$ cat config.mk
export PLATFORM = sky130hd
export DESIGN_NAME = sticky_status_reg
export DESIGN_NICKNAME = d
export VERILOG_FILES = /design/src/rtl/sticky_status_reg.sv
export SDC_FILE = /design/constraint.sdc
export NUM_CORES = 1
export LEC_CHECK = 0
export ABC_AREA = 0
export BUFFER_PORTS_ARGS = -buffer_cell sky130_fd_sc_hd__clkbuf_2
export CORE_MARGIN = 3
export CORE_UTILIZATION = 50
export CTS_CLUSTER_DIAMETER = 30
export CTS_CLUSTER_SIZE = 10
export DETAILED_ROUTE_END_ITERATION = 8
export PLACE_DENSITY = 0.82
export SLEW_MARGIN = 20
export SYNTH_ARGS = -nofsm -noshare
export SYNTH_HDL_FRONTEND = slang
export SYNTH_SLANG_ARGS = --single-unit
$ cat constraint.sdc
create_clock -name clk -period 2.16 [get_ports clk]
set_input_delay 0.432 -clock clk [delete_from_list [all_inputs] [get_ports clk]]
set_output_delay 0.432 -clock clk [all_outputs]
set_load 0.02 [all_outputs]
$ cat src/rtl/sticky_status_reg.sv
module sticky_status_reg #(
  parameter int ADDR_W = 8,
  parameter logic [ADDR_W-1:0] BASE_ADDR = 8'h75,
  parameter int NBYTES = 3,
  parameter int CFG_BIT = 6
) (
  input  logic                clk,
  input  logic                rst_n,
  input  logic [8*NBYTES-1:0] evt_set,
  input  logic                busy_conv,
  input  logic                busy_bus,
  input  logic                startup,
  input  logic                soft_rst,
  input  logic                rd_stb,
  input  logic [ADDR_W-1:0]   rd_addr,
  output logic [7:0]          rd_data
);
  localparam int NB = 8*NBYTES;
  localparam int LIVE_BIT = NB-1;
  localparam logic [ADDR_W-1:0] NB_A = ADDR_W'(NBYTES);
  localparam logic [NB-1:0] LIVE_M = NB'(1) << LIVE_BIT;
  localparam logic [NB-1:0] CFG_M = NB'(1) << CFG_BIT;

  logic [NB-1:0] stat_q, rd_clr, soft_clr, view;
  logic [ADDR_W-1:0] ofs;
  logic hit, live;
  logic [7:0] sel;

  assign ofs = rd_addr - BASE_ADDR;
  assign hit = rd_stb && (ofs < NB_A);
  assign live = busy_conv | busy_bus | startup;
  assign view = (stat_q & ~LIVE_M) | (live ? LIVE_M : '0);
  assign soft_clr = soft_rst ? ~CFG_M : '0;

  for (genvar k = 0; k < NBYTES; k++) begin : g_byte
    assign rd_clr[8*k +: 8] = {8{hit && (ofs == ADDR_W'(k))}};
  end

  always_comb begin
    sel = '0;
    for (int k = 0; k < NBYTES; k++)
      if (ofs == ADDR_W'(k)) sel = view[8*k +: 8];
  end

  always_ff @(posedge clk or negedge rst_n) begin
    if (!rst_n) begin
      stat_q  <= '0;
      rd_data <= '0;
    end else begin
      stat_q <= (evt_set & ~LIVE_M) | (stat_q & ~rd_clr & ~soft_clr & ~LIVE_M);
      if (rd_stb) rd_data <= hit ? sel : 8'h00;
    end
  end
endmodule


==> insert_results.sql <==
INSERT INTO impl_metrics (metric_group, metric, value, unit) VALUES
('floorplanning', 'design.core.area', '0.00250', 'sq mm'),
('timing', 'clock_skew', '12.8', 'ps'),
('status', 'run_status', 'completed', ''),
('floorplanning', 'start_util', '0.535', ''),
('route', 'route.vias.total', '1000', ''),
('setup_path', 'arrival', '900', 'ps'),
('placement', 'pre_cts_slack', '508', 'ps'),
('route', 'drtPass1Iterations', '4', ''),
('run', 'max_cap_violations', '0', ''),
('logic_synthesis', 'synth_warnings', '0', ''),
('power_and_ir_drop', 'pwr_density_cell', '691', 'mW/mm^2'),
('worst_hold_path', 'worst_hold_path_type', 'primary input to async pin', ''),
('setup_path', 'path_depth', '1', ''),
('setup_path', 'path_max_fanout', '2', ''),
('setup_path', 'critical_path.slowest_cell', 'sky130_fd_sc_hd__dfrtp_1', ''),
('grt', 'grtUsageTotal', '0.198', ''),
('grt', 'grt_pass1_wl', '4840', 'um'),
('timing', 'slew_viol_final', '0', ''),
('cts', 'deepest_clock_path_buffer_count', '2', ''),
('logic_synthesis', 'syn-cell-area', '0.00134', 'sq mm'),
('grt', 'maximum_number_of_pins_on_one_net_before_global_route_repair', '32', ''),
('logic_synthesis', 'synth_area_leaders', 'sky130_fd_sc_hd__dfrtp_1, sky130_fd_sc_hd__a21o_1, sky130_fd_sc_hd__mux2_1, sky130_fd_sc_hd__a22oi_1, sky130_fd_sc_hd__o22ai_1', ''),
('timing', 'final-hold-violation-count', '0', ''),
('final_layout', 'area_of_the_multi_input_gates', '513', 'sq um'),
('route', 'route.antenna.remaining_nets', '0', ''),
('cts', 'post_cts_resize_count', '0', ''),
('timing', 'final_layout_setup_total_negative_slack', '0', 'ps'),
('grt', 'global_route.overflow_total', '0', ''),
('timing', 'period_needed', '1330', 'ps'),
('final_layout', 'layout.filler_cells', '207', ''),
('final_layout', 'insertedDiodeCount', '0', ''),
('setup_path', 'timing.rr.start', 'stat_q[20]', ''),
('power_and_ir_drop', 'vdd.ir_drop.worst', '0.618', 'mV'),
('setup_path', 'crit_path_max_incr_delay', '400', 'ps'),
('cts', 'clock_insertion_delay_worst_skew', '340', 'ps'),
('logic_synthesis', 'synthArstFlopShare', '1.00', ''),
('logic_synthesis', 'synth_enable_flop_cells', '0', ''),
('logic_synthesis', 'synth_seq_area_share', '0.581', ''),
('final_layout', 'sequential_cell_area', '776', 'sq um'),
('floorplanning', 'num_io_pins', '47', ''),
('logic_synthesis', 'syn_area_per_cell', '13.1', 'sq um'),
('route', 'number_of_design_rule_violations_left_by_the_first_detailed_router_iteration', '23', ''),
('setup_path', 'timing.rr.end', 'rd_data[4]', ''),
('logic_synthesis', 'biggest_area_consumer_among_synthesized_cells', 'sky130_fd_sc_hd__dfrtp_1', ''),
('power_and_ir_drop', 'power_leakage', '0.810', 'nW'),
('setup_path', 'type_of_destination_of_the_critical_path', 'primary output', ''),
('final_layout', 'layout.nets', '190', ''),
('logic_synthesis', 'synth-main-ff-cell', 'sky130_fd_sc_hd__dfrtp_1', ''),
('grt', 'antenna_found_initial', '0', ''),
('setup_path', 'timing.critical_path.from_type', 'register', ''),
('cts', 'number_of_buffers_added_by_the_clock_tree_synthesis_step', '5', ''),
('logic_synthesis', 'syn_inst', '102', ''),
('cts', 'cts.hold.buffers_added', '0', ''),
('floorplanning', 'design.die.area', '0.00333', 'sq mm'),
('logic_synthesis', 'post_synth_most_frequent_cells', 'sky130_fd_sc_hd__dfrtp_1, sky130_fd_sc_hd__a21o_1, sky130_fd_sc_hd__inv_1, sky130_fd_sc_hd__a22oi_1, sky130_fd_sc_hd__o22ai_1', ''),
('placement', 'finalWeightedCongestion', '0.761', ''),
('setup_path', 'worstRegToRegCells', '3', ''),
('cts', 'tritoncts', 'done', ''),
('logic_synthesis', 'synthDistinctLibCells', '24', ''),
('timing', 'finalSetupViolations', '0', ''),
('grt', 'grt_pass1_vias', '1042', ''),
('route', 'vias_per_cell', '5.49', ''),
('logic_synthesis', 'yosysMostFrequentCell', 'sky130_fd_sc_hd__dfrtp_1', ''),
('timing', 'worstMarginPinSlew', '762', 'ps'),
('logic_synthesis', 'ys_seq_elements', '31', ''),
('setup_path', 'timing.critical_path.required', '1730', 'ps'),
('cts', 'cts_htree_levels', '2', ''),
('timing', 'rsz0062_at_grt', 'no', ''),
('cts', 'cts.sinks', '31', ''),
('timing', 'remaining_max_slew_budget_at_the_tightest_pin', '0.492', ''),
('placement', 'numPortBuffers', '45', '');
worst max-delay path by stage:
stage | slack, ps | end | startpoint
floorplan | 820 | stat_q[10] | rd_stb
global placement | 550 | stat_q[3] | rd_addr[0]
detailed placement | 510 | stat_q[5] | rd_addr[0]
CTS | 820 | rd_data[0] | rd_data[0]
global route | 770 | stat_q[5] | rd_addr[0]
finish | 830 | rd_data[0] | rd_data[0]
through the flow:
step / std cells / power (mW) / area (sq um)
final: 182 / 1.14 / 1650
after global routing: 182 / 1.20 / 1650
after CTS: 182 / 1.15 / 1650
after detailed placement: 174 / 0.762 / 1580
after global placement: 174 / 0.755 / 1580
after floorplan: 102 / 0.698 / 1340
metal layers:
metal  GRT usage  share of wire
met2       0.324           0.50
met1       0.234           0.40
met4      0.0695          0.017
met5           0              0
met3      0.0846          0.081
state kept, by name (all words and copies together), names as in the netlist:
signal,cells
stat_q,23
rd_data,8
kinds of logic after synthesis:
| logic type | Yosys count | share of synthesized area |
|---|---|---|
| compound gates | 43 | 0.267 |
| buf+inv | 11 | 0.0356 |
| simple gates | 10 | 0.0580 |
| mux | 7 | 0.0590 |
| flops | 31 | 0.581 |
final cells by class:
cell class,count,share of cell area
inverters,8,0.0182
multi-input cells,60,0.310
well taps,30,0.0227
flip-flops and latches,31,0.469
clock inverters,1,0.00454
clock buffers,7,0.0393
repair buffers,45,0.136
power by group:
group	switching (mW)	total, mW	internal (mW)
registers	0.0151	0.624	0.608
logic	0.0636	0.126	0.0621
clock network	0.204	0.394	0.190
total	0.283	1.14	0.861
cell usage in the layout (no fill, tap or decap):
cell type,synthesis,final
sky130_fd_sc_hd__a21o_1,23,23
sky130_fd_sc_hd__a21oi_1,1,1
sky130_fd_sc_hd__a22oi_1,7,7
sky130_fd_sc_hd__a31oi_2,1,1
sky130_fd_sc_hd__a41oi_2,2,2
sky130_fd_sc_hd__and2b_1,1,1
sky130_fd_sc_hd__and3b_1,1,1
sky130_fd_sc_hd__and3b_4,1,1
sky130_fd_sc_hd__and4b_2,1,1
sky130_fd_sc_hd__and4bb_1,1,1
sky130_fd_sc_hd__clkbuf_2,0,45
sky130_fd_sc_hd__clkbuf_4,0,5
sky130_fd_sc_hd__clkbuf_8,0,2
sky130_fd_sc_hd__clkinvlp_4,0,1
sky130_fd_sc_hd__dfrtp_1,31,31
sky130_fd_sc_hd__inv_1,8,8
sky130_fd_sc_hd__mux2_1,6,6
sky130_fd_sc_hd__mux2_2,1,1
sky130_fd_sc_hd__nand2_1,1,1
sky130_fd_sc_hd__nand2b_1,1,1
sky130_fd_sc_hd__nand3_1,1,1
sky130_fd_sc_hd__nor2_1,1,1
sky130_fd_sc_hd__nor4_1,1,1
sky130_fd_sc_hd__o211ai_4,1,1
sky130_fd_sc_hd__o22ai_1,7,7
sky130_fd_sc_hd__o41ai_2,1,1
Note: power is estimated with default switching activity, not from simulation.
